===== src/rtl/sd_pkg.sv =====
package sd_pkg;

  typedef enum logic {
    SD_ACTIVE = 1'b0,
    SD_SILENT = 1'b1
  } sd_mode_e;

  // Expand a small code to a power of two; out-of-range exponents give zero.
  function automatic logic [31:0] sd_pow2(input int unsigned e);
    if (e > 31) return 32'd0;
    return 32'd1 << e;
  endfunction

endpackage


===== src/rtl/sd_timebase.sv =====
module sd_timebase #(
  parameter int unsigned TICK_DIV       = 4,
  parameter int unsigned BASE_WIN_TICKS = 2,
  parameter int unsigned LONG_SHIFT     = 3
) (
  input  logic       clk,
  input  logic       rst_n,
  input  logic       clr,
  input  logic [2:0] win_code,
  input  logic       long_win,
  output logic       win_end
);

  localparam int unsigned WIN_MAX = BASE_WIN_TICKS << (7 + LONG_SHIFT);
  localparam int unsigned WCNT_W  = $clog2(WIN_MAX + 1);

  logic tick;

  generate
    if (TICK_DIV <= 1) begin : g_no_pre
      assign tick = 1'b1;
    end else begin : g_pre
      localparam int unsigned PRE_W = $clog2(TICK_DIV);
      logic [PRE_W-1:0] pre_q, pre_d;
      logic             pre_last;

      assign pre_last = (pre_q == PRE_W'(TICK_DIV - 1));

      always_comb begin
        if (clr || pre_last) pre_d = '0;
        else                 pre_d = pre_q + 1'b1;
      end

      always_ff @(posedge clk or negedge rst_n) begin
        if (!rst_n) pre_q <= '0;
        else        pre_q <= pre_d;
      end

      assign tick = pre_last;
    end
  endgenerate

  logic [WCNT_W-1:0] wcnt_q, wcnt_d;
  logic [31:0]       win_len;
  logic              at_last;
  logic              wcnt_en;

  assign win_len = 32'(BASE_WIN_TICKS) << (32'(win_code) + (long_win ? LONG_SHIFT : 32'd0));
  assign at_last = ((32'(wcnt_q) + 32'd1) >= win_len);
  assign win_end = tick && at_last;
  assign wcnt_en = clr || tick;

  always_comb begin
    wcnt_d = wcnt_q;
    if (clr)          wcnt_d = '0;
    else if (at_last) wcnt_d = '0;
    else              wcnt_d = wcnt_q + 1'b1;
  end

  always_ff @(posedge clk or negedge rst_n) begin
    if (!rst_n)       wcnt_q <= '0;
    else if (wcnt_en) wcnt_q <= wcnt_d;
  end

endmodule


===== src/rtl/sd_level_cmp.sv =====
module sd_level_cmp #(
  parameter int unsigned MAG_W     = 12,
  parameter int unsigned THR_SHIFT = 3
) (
  input  logic             sample_valid,
  input  logic [MAG_W-1:0] sample_mag,
  input  logic             use_high,
  input  logic [2:0]       lo_thr_code,
  input  logic [2:0]       hi_thr_code,
  output logic             hit
);

  import sd_pkg::*;

  logic [2:0]  code_sel;
  logic [31:0] level;

  assign code_sel = use_high ? hi_thr_code : lo_thr_code;
  assign level    = sd_pow2(32'(code_sel) + THR_SHIFT);
  assign hit      = sample_valid && (32'(sample_mag) > level);

endmodule


===== src/rtl/sd_sat_counter.sv =====
module sd_sat_counter #(
  parameter int unsigned CNT_W = 8
) (
  input  logic             clk,
  input  logic             rst_n,
  input  logic             clr,
  input  logic             inc,
  output logic [CNT_W-1:0] cnt_q,
  output logic [CNT_W-1:0] cnt_incl
);

  localparam logic [CNT_W-1:0] CNT_MAX = '1;

  logic [CNT_W-1:0] cnt_d;

  assign cnt_incl = (inc && (cnt_q != CNT_MAX)) ? cnt_q + 1'b1 : cnt_q;

  always_comb begin
    if (clr) cnt_d = '0;
    else     cnt_d = cnt_incl;
  end

  always_ff @(posedge clk or negedge rst_n) begin
    if (!rst_n) cnt_q <= '0;
    else        cnt_q <= cnt_d;
  end

endmodule


===== src/rtl/silence_detector.sv =====
module silence_detector #(
  parameter int unsigned MAG_W          = 12,
  parameter int unsigned CNT_W          = 8,
  parameter int unsigned THR_SHIFT      = 3,
  parameter int unsigned TICK_DIV       = 4,
  parameter int unsigned BASE_WIN_TICKS = 2,
  parameter int unsigned LONG_SHIFT     = 3
) (
  input  logic             clk,
  input  logic             rst_n,
  input  logic             detect_en_n,
  input  logic             sample_valid,
  input  logic [MAG_W-1:0] sample_mag,
  input  logic [2:0]       lo_thr_code,
  input  logic [2:0]       hi_thr_code,
  input  logic [2:0]       lo_cnt_code,
  input  logic [2:0]       hi_cnt_code,
  input  logic [2:0]       win_code,
  input  logic             long_win,
  input  logic             auto_pd_en,
  output logic             mute,
  output logic             silence_flag,
  output logic             pa_powerdown
);

  import sd_pkg::*;

  // Reset: asserted asynchronously, released on the clock
  logic [1:0] rst_q;
  logic       rst_i;

  always_ff @(posedge clk or negedge rst_n) begin
    if (!rst_n) rst_q <= '0;
    else        rst_q <= {rst_q[0], 1'b1};
  end
  assign rst_i = rst_q[1];

  sd_mode_e         mode_q, mode_d;
  logic             silent;
  logic             hit;
  logic             win_end;
  logic             tb_clr;
  logic             cnt_clr;
  logic             enter;
  logic             leave;
  logic [CNT_W-1:0] cnt_q;
  logic [CNT_W-1:0] cnt_incl;
  logic [31:0]      lo_lim;
  logic [31:0]      hi_lim;

  assign silent = (mode_q == SD_SILENT);

  sd_level_cmp #(.MAG_W(MAG_W), .THR_SHIFT(THR_SHIFT)) u_cmp (
    .sample_valid (sample_valid),
    .sample_mag   (sample_mag),
    .use_high     (silent),
    .lo_thr_code  (lo_thr_code),
    .hi_thr_code  (hi_thr_code),
    .hit          (hit)
  );

  sd_timebase #(
    .TICK_DIV       (TICK_DIV),
    .BASE_WIN_TICKS (BASE_WIN_TICKS),
    .LONG_SHIFT     (LONG_SHIFT)
  ) u_tb (
    .clk      (clk),
    .rst_n    (rst_i),
    .clr      (tb_clr),
    .win_code (win_code),
    .long_win (long_win),
    .win_end  (win_end)
  );

  sd_sat_counter #(.CNT_W(CNT_W)) u_cnt (
    .clk      (clk),
    .rst_n    (rst_i),
    .clr      (cnt_clr),
    .inc      (hit),
    .cnt_q    (cnt_q),
    .cnt_incl (cnt_incl)
  );

  assign lo_lim = sd_pow2(32'(lo_cnt_code));
  assign hi_lim = sd_pow2(32'(hi_cnt_code));

  assign enter = !detect_en_n && !silent && win_end && (32'(cnt_incl) < lo_lim);
  assign leave = !detect_en_n && silent && (32'(cnt_incl) > hi_lim);

  assign tb_clr  = detect_en_n || leave;
  assign cnt_clr = detect_en_n || leave || win_end;

  always_comb begin
    mode_d = mode_q;
    if (detect_en_n)  mode_d = SD_ACTIVE;
    else if (leave)   mode_d = SD_ACTIVE;
    else if (enter)   mode_d = SD_SILENT;
  end

  always_ff @(posedge clk or negedge rst_i) begin
    if (!rst_i) mode_q <= SD_ACTIVE;
    else        mode_q <= mode_d;
  end

  assign mute         = silent;
  assign silence_flag = silent;
  assign pa_powerdown = silent && auto_pd_en;

endmodule


===== config.mk =====
export PLATFORM = sky130hd
export DESIGN_NAME = silence_detector
export DESIGN_NICKNAME = d
export VERILOG_FILES = /design/src/rtl/sd_pkg.sv /design/src/rtl/sd_timebase.sv /design/src/rtl/sd_level_cmp.sv /design/src/rtl/sd_sat_counter.sv /design/src/rtl/silence_detector.sv
export SDC_FILE = /design/constraint.sdc
export NUM_CORES = 1
export LEC_CHECK = 0
export BUFFER_PORTS_ARGS = -buffer_cell sky130_fd_sc_hd__buf_2
export CORE_AREA = 2 2 60 104
export DETAILED_ROUTE_END_ITERATION = 10
export DIE_AREA = 0 0 62 106
export PLACE_DENSITY = 0.71
export SKIP_LAST_GASP = 1
export SLEW_MARGIN = 20
export SYNTH_ARGS = -nofsm -noshare
export SYNTH_HDL_FRONTEND = slang
export SYNTH_HIERARCHICAL = 1
export SYNTH_SLANG_ARGS = --single-unit

===== constraint.sdc =====
create_clock -name clk -period 0.8 [get_ports clk]
set_input_delay 0.12 -clock clk [delete_from_list [all_inputs] [get_ports clk]]
set_output_delay 0.12 -clock clk [all_outputs]
set_load 0.02 [all_outputs]

==> results.py, run 1 <==
metrics = {
    "power_and_ir_drop": {
        "power_frac_clock": 0.200,
        "swShare": 0.338,
        "power.internal_mw": 2.50,
        "p_leak_nw": 2.01,
        "vdd_ir_drop_max_v": 0.000615,
        "p_comb_frac": 0.451,
        "cellPowerDensity_nw_per_um2": 889,
        "pwr-share-seq": 0.349,
        "switchingPower_mw": 1.28,
        "power_mw": 3.78,
    },
    "synth": {
        "ys.flop_type": "dfrtp_1",
        "ys_async_sr_fraction": 1.00,
        "synth_cell_types": 61,
        "synthCells": 316,
        "yosysSeqAreaShare": 0.228,
        "syn_area_per_cell_um2": 8.70,
        "synth_area_um2": 2750,
        "ys_ff_latch": 25,
        "yosys_warnings": 6,
        "synth_edf_count": 0,
    },
    "clocking": {
        "cts_sinks": 25,
        "htreeDepth": 1,
        "cts_tree": "built",
        "cts_inserted_buffers": 3,
        "clkLatencyLatePin_ns": 0.27,
        "clock-root-buffer": "clkbuf_8",
        "clk_pin_slew_ns": 0.09,
        "clock_path_buffers": 2,
    },
    "global_routing": {
        "grt_usage": 0.259,
        "grt_max_degree": 24,
        "antenna_found_initial": 0,
        "grt_pass1_wl_um": 13000,
        "overflow": 0,
        "grt_pass1_vias": 3175,
    },
    "finish": {
        "nFillCells": 410,
        "final_cell_mix": "buf_4 (102), ha_1 (39), buf_2 (32)",
        "drive_gt1_frac": 0.460,
        "area_growth_pct": 54.8,
        "final-seq-area_um2": 627,
        "multi_input_area_um2": 2340,
        "diodes": 0,
        "nNetsFinal": 538,
        "mostFrequentLayoutCell": "buf_4",
        "fin_util": 0.736,
    },
    "route": {
        "ant_nets": 0,
        "drtIter0Drc": 81,
        "wirelength_um": 8690,
        "viasPerCell": 5.71,
        "vias": 3066,
        "firstDrtPassIters": 4,
        "wl_per_cell_um": 16.2,
        "route.detailed.drc": 0,
    },
    "sta": {
        "finClkSkew_ns": 0.00879,
        "setup_tns_ns": -85.06,
        "post-route-period-util": 5.64,
        "fin_hold_ws_ns": 0.157,
        "grt_setup_unrepaired": "true",
        "finalHoldViolCount": 0,
        "setup_violations": 26,
        "drv_slew": 0,
        "postLayoutSetupSlackWorst_ns": -3.71,
        "fin_crit_ns": 4.51,
        "fmax_mhz": 221,
    },
    "placed_design": {
        "place_ws_ns": -3.62,
        "hpwl_um": 6280,
        "port_buffers": 35,
        "gp_congestion": 0.879,
    },
    "outcome": {
        "violations": "setup timing",
        "outcome": "finished with violations",
    },
    "die": {
        "ios": 36,
        "die_h_um": 106,
        "die-area_um2": 6570,
        "dieWidth_um": 62,
        "initial_core_util": 0.475,
        "coreArea_um2": 5790,
        "rows": 37,
    },
    "job": {
        "maxCapViolCount": 0,
    },
    "worst_hold_path": {
        "hp-class": "input pin to asynchronous set/reset pin",
    },
    "worst_setup_path": {
        "worst-setup-path-type": "register to register",
        "crit_fanout": 6,
        "critPathCaptureType": "register",
        "crit_path_start_kind": "register",
        "arrival_ns": 4.72,
        "required_ns": 1.00,
    },
}
## through the flow
| stage | area [um^2] | cells |
|---|---|---|
| after floorplan | 2870 | 318 |
| after global placement | 3760 | 512 |
| after detailed placement | 3760 | 512 |
| after CTS | 4120 | 529 |
| after global routing | 4260 | 537 |
| final | 4260 | 537 |
## per-layer routing
metal,vias to the layer above,global-route usage,routed length [um]
met4,0,0.114,387
met2,88,0.525,5180
met1,1482,0.232,2880
li1,1461,-,-
met5,-,0,0
met3,35,0.0170,228
## Yosys cell counts, types with 2 or more instances
master | n | area [um^2]
ha_1 | 44 | 551
nand2_1 | 36 | 135
dfrtp_1 | 25 | 626
a21oi_1 | 18 | 90.1
nor2_1 | 18 | 67.6
inv_1 | 16 | 60.1
nand3_1 | 13 | 65.1
nand4_1 | 13 | 81.3
o21ai_0 | 11 | 55.1
a32o_1 | 8 | 80.1
xnor2_1 | 8 | 70.1
nor2b_1 | 7 | 43.8
xor2_1 | 7 | 61.3
nand3b_1 | 6 | 45.0
nand2b_1 | 5 | 31.3
a211oi_1 | 4 | 30.0
and2_1 | 4 | 25.0
o211ai_1 | 4 | 30.0
o32ai_1 | 4 | 35.0
and3_1 | 3 | 18.8
clkbuf_1 | 3 | 11.3
conb_1 | 3 | 11.3
mux2_4 | 3 | 45.0
nor3_1 | 3 | 15.0
o21ai_1 | 3 | 15.0
or2_2 | 3 | 18.8
a211o_1 | 2 | 17.5
a211oi_2 | 2 | 25.0
and3_2 | 2 | 15.0
and4_1 | 2 | 17.5
buf_4 | 2 | 15.0
mux2i_1 | 2 | 20.0
o2111ai_1 | 2 | 17.5
or3b_1 | 2 | 17.5
or3b_2 | 2 | 17.5
## flip-flops by register name (all words and copies together), names as in the netlist
register,flops
u_cnt/cnt_q,8
mute,1
u_tb/g_pre.pre_q,2
u_tb/wcnt_q,12
rst_q,2
## logic make-up (layout without fill, tap and decap cells)
logic type	count (synthesis)	count (layout)	share of synthesized area
AOI/OAI and AO/OA	74	74	0.208
xor gates and xnor gates	15	15	0.0478
adders and majority gates	45	45	0.208
buffers and inverters	24	165	0.0391
DFF	25	25	0.228
muxes	6	6	0.0278
other	3	5	0.00410
and+or+nand+nor	124	124	0.239
## worst paths after layout
check                       startpoint                  end  slack [ns]  depth (start not counted)
hold / removal                   rst_n             rst_q[1]        0.16                          2
setup reg to reg                  mute       u_cnt/cnt_q[3]       -3.71                         19
min in group clk           detect_en_n  u_tb/g_pre.pre_q[0]        0.31                          5
hold reg to reg               rst_q[1]       u_tb/wcnt_q[8]        0.20                          1
setup / recovery                  mute       u_cnt/cnt_q[3]       -3.71                         19
max in group asynchronous     rst_q[1]                 mute        0.44                          1
## worst max-delay path, stage by stage, from the launching register on
cell	delay, ns
dfrtp_2	0.44
buf_12	0.15
o32ai_4	0.27
nand2_1	0.09
ha_1	0.30
nand4_1	0.16
a211o_1	0.30
a31oi_4	0.23
nand4_1	0.26
a211oi_4	0.27
xor2_1	0.24
ha_1	0.29
a211oi_2	0.20
nor2_1	0.08
o221a_1	0.28
nor3_4	0.23
buf_6	0.15
nand2b_4	0.10
or3_4	0.33
o21ai_1	0.09
## power by group through the flow
stage               registers (mW)  clock network (mW)  logic, mW
floorplan                     1.36                   0      0.791
global route                  1.32               0.830       1.85
global placement              1.34                   0       1.36
finish                        1.32               0.756       1.71
CTS                           1.32               0.774       1.57
detailed placement            1.35                   0       1.42
## final cells by class
cell class	count	share of cell area
inverters	16	0.0153
repair buffers	145	0.255
well taps	78	0.0229
clock buffers	4	0.0106
flip-flops and latches	25	0.147
multi-input cells	269	0.549
## timing repair
action                                  CTS  global route
pin swaps                                34            22
endpoints found under the setup margin   26            26
cloned                                    1             0
hold endpoints to repair                  2             0
resized for setup                        32            25
buffers inserted                         12            13
hold buffers                              1             0
Power figures use the tool's default switching activity.
==> inputs of run 2 (changes only) <==
--- a/config.mk
+++ b/config.mk
@@ -6,10 +6,12 @@
 export NUM_CORES = 1
 export LEC_CHECK = 0
 export BUFFER_PORTS_ARGS = -buffer_cell sky130_fd_sc_hd__buf_2
-export CORE_AREA = 2 2 60 104
+export CELL_PAD_IN_SITES_DETAIL_PLACEMENT = 0
+export CELL_PAD_IN_SITES_GLOBAL_PLACEMENT = 1
+export CORE_AREA = 2 2 63 109
 export DETAILED_ROUTE_END_ITERATION = 10
-export DIE_AREA = 0 0 62 106
-export PLACE_DENSITY = 0.71
+export DIE_AREA = 0 0 65 111
+export PLACE_DENSITY_LB_ADDON = 0.1
 export SKIP_LAST_GASP = 1
 export SLEW_MARGIN = 20
 export SYNTH_ARGS = -nofsm -noshare
==> constraint.sdc (replaced) <==
create_clock -name clk -period 4.7 [get_ports clk]
set_input_delay 0.705 -clock clk [delete_from_list [all_inputs] [get_ports clk]]
set_output_delay 0.705 -clock clk [all_outputs]
set_load 0.02 [all_outputs]
==> run 2 against run 1 <==
- the run now ends clean
- clock power down 75%
- clock skew decreased by 0.0051 ns
- core utilization shrank 20 points
- sequential power down 83%
- die area up 9.8%
- power decreased by 84%
- hold slack improved by 0.060 ns
- worst setup slack better by 4.0 ns
- first-iteration DRC count is 9.9% higher
- critical path type is now input pin to register
- largest power group is now sequential cells
==> results.py, run 2 (synthesis results as in run 1) <==
metrics = {
    "finish": {
        "top_register": "u_tb/wcnt_q",
        "nFillCells": 631,
        "reg_top3": "u_tb/wcnt_q x12, u_cnt/cnt_q x8",
        "largest_reg_flops": 12,
        "final_cell_mix": "ha_1 (41), nand2_1 (35), buf_2 (35)",
        "nNetsFinal": 457,
        "drive_gt1_frac": 0.286,
        "mostFrequentLayoutCell": "ha_1",
        "stdcell_count": 460,
        "area_growth_pct": 25.2,
        "diodes": 0,
    },
    "sta": {
        "drv_slew": 0,
        "fmax_mhz": 225,
        "finClkSkew_ns": 0.00369,
        "slew_headroom": 0.650,
        "fin_hold_ws_ns": 0.217,
        "post-route-period-util": 0.947,
        "fin_crit_ns": 4.45,
        "setup_violations": 0,
        "finalHoldViolCount": 0,
        "worst_pin_slew_ns": 0.525,
    },
    "clocking": {
        "cts_sinks": 25,
        "cts_inserted_buffers": 3,
        "htreeDepth": 1,
        "hold_buffers": 0,
        "clk_pin_slew_ns": 0.06,
        "clkLatencyLatePin_ns": 0.26,
        "clock-root-buffer": "clkbuf_16",
        "cts_tree": "built",
        "clock_path_buffers": 2,
    },
    "die": {
        "ios": 36,
        "die-area_um2": 7220,
        "initial_core_util": 0.430,
        "dieWidth_um": 65,
        "die_h_um": 111,
        "coreArea_um2": 6390,
        "rows": 39,
    },
    "worst_setup_path": {
        "r2r_slack_ns": 0.32,
        "arrival_ns": 4.64,
        "worst-setup-path-type": "input pin to register",
        "critPathCaptureType": "register",
        "required_ns": 4.89,
        "crit_fanout": 5,
        "crit_path_start_kind": "input pin",
    },
    "route": {
        "viasPerCell": 5.63,
        "firstDrtPassIters": 4,
        "route.detailed.drc": 0,
        "wirelength_um": 7220,
        "ant_nets": 0,
        "wl_per_cell_um": 15.7,
        "drtIter0Drc": 89,
        "vias": 2591,
    },
    "power_and_ir_drop": {
        "cellPowerDensity_nw_per_um2": 180,
        "p_leak_nw": 1.56,
        "vdd_ir_drop_max_v": 0.000117,
        "power_uw": 619,
    },
    "placed_design": {
        "gp_congestion": 0.860,
        "placed_cells": 451,
        "hpwl_um": 6060,
        "port_buffers": 35,
    },
    "worst_hold_path": {
        "hp-class": "input pin to asynchronous set/reset pin",
    },
    "job": {
        "maxCapViolCount": 0,
    },
    "global_routing": {
        "grt_max_degree": 24,
        "grt_pass1_vias": 2673,
        "overflow": 0,
        "antenna_found_initial": 0,
        "grt_usage": 0.210,
        "grt_pass1_wl_um": 11900,
    },
    "outcome": {
        "outcome": "finished clean",
    },
}
## run 2: path summary, 6_finish.rpt
path,startpoint,cells after the start,end
max,lo_thr_code[2],21,u_cnt/cnt_q[3]
min,rst_n,1,rst_q[0]
max reg2reg,mute,20,u_cnt/cnt_q[3]
min reg2reg,rst_q[1],0,u_tb/wcnt_q[10]
max in group asynchronous,rst_q[1],0,mute
min in group clk,rst_q[0],0,rst_q[1]
## run 2: cell type report
| class | count | area (um^2) | share of cell area |
|---|---|---|---|
| multi-input cells | 269 | 2170 | 0.631 |
| flip-flops and latches | 25 | 628 | 0.183 |
| clock buffers | 4 | 78.8 | 0.0229 |
| inverters | 16 | 60.1 | 0.0175 |
| repair buffers | 64 | 400 | 0.116 |
| well taps | 82 | 103 | 0.0298 |
## run 2: repair_timing
| action | in CTS | in global routing |
|---|---|---|
| buffers inserted | 1 | 4 |
| gates resized for setup | 2 | 26 |
| gates cloned | 0 | 0 |
| setup endpoints to repair | 20 | 21 |
| pin swaps | 1 | 13 |
## run 2: layer usage
metal,global-route usage,vias to the layer above,wire (um)
met5,0,-,0
met1,0.197,1238,2530
li1,-,1294,-
met2,0.438,42,4370
met3,0.0173,17,124
met4,0.0723,0,203
## run 2: through the flow
stage                     area, um^2   util  TNS [ns]  worst slack [ns]
after CTS                       3270  0.512         0            0.0412
after floorplan                 2760      -         0            0.0850
after global routing            3440  0.538   -0.0183           -0.0183
after detailed placement        3170  0.496     -7.47            -0.481
after global placement          3170  0.496     -6.75            -0.451
final                           3440  0.538         0             0.249
## run 2: power breakdown
part	switching [mW]	leakage, nW	total (mW)	internal, mW
clock	0.0740	0.0382	0.190	0.116
combinational	0.109	1.18	0.198	0.0891
sequential	0.0103	0.339	0.231	0.221
## run 2: worst max-delay path, stage by stage
cell      delay, ns
buf_2          0.14
inv_2          0.07
o32ai_4        0.28
nand2_2        0.10
ha_4           0.28
nand4_1        0.10
buf_4          0.17
nand2b_1       0.14
a31oi_2        0.21
buf_4          0.16
nand4_1        0.18
o21bai_1       0.24
o31a_1         0.20
ha_1           0.25
o21ai_1        0.12
nor2_1         0.05
o221a_1        0.25
nor3_2         0.23
nand2b_1       0.16
or3_2          0.51
o21ai_2        0.08
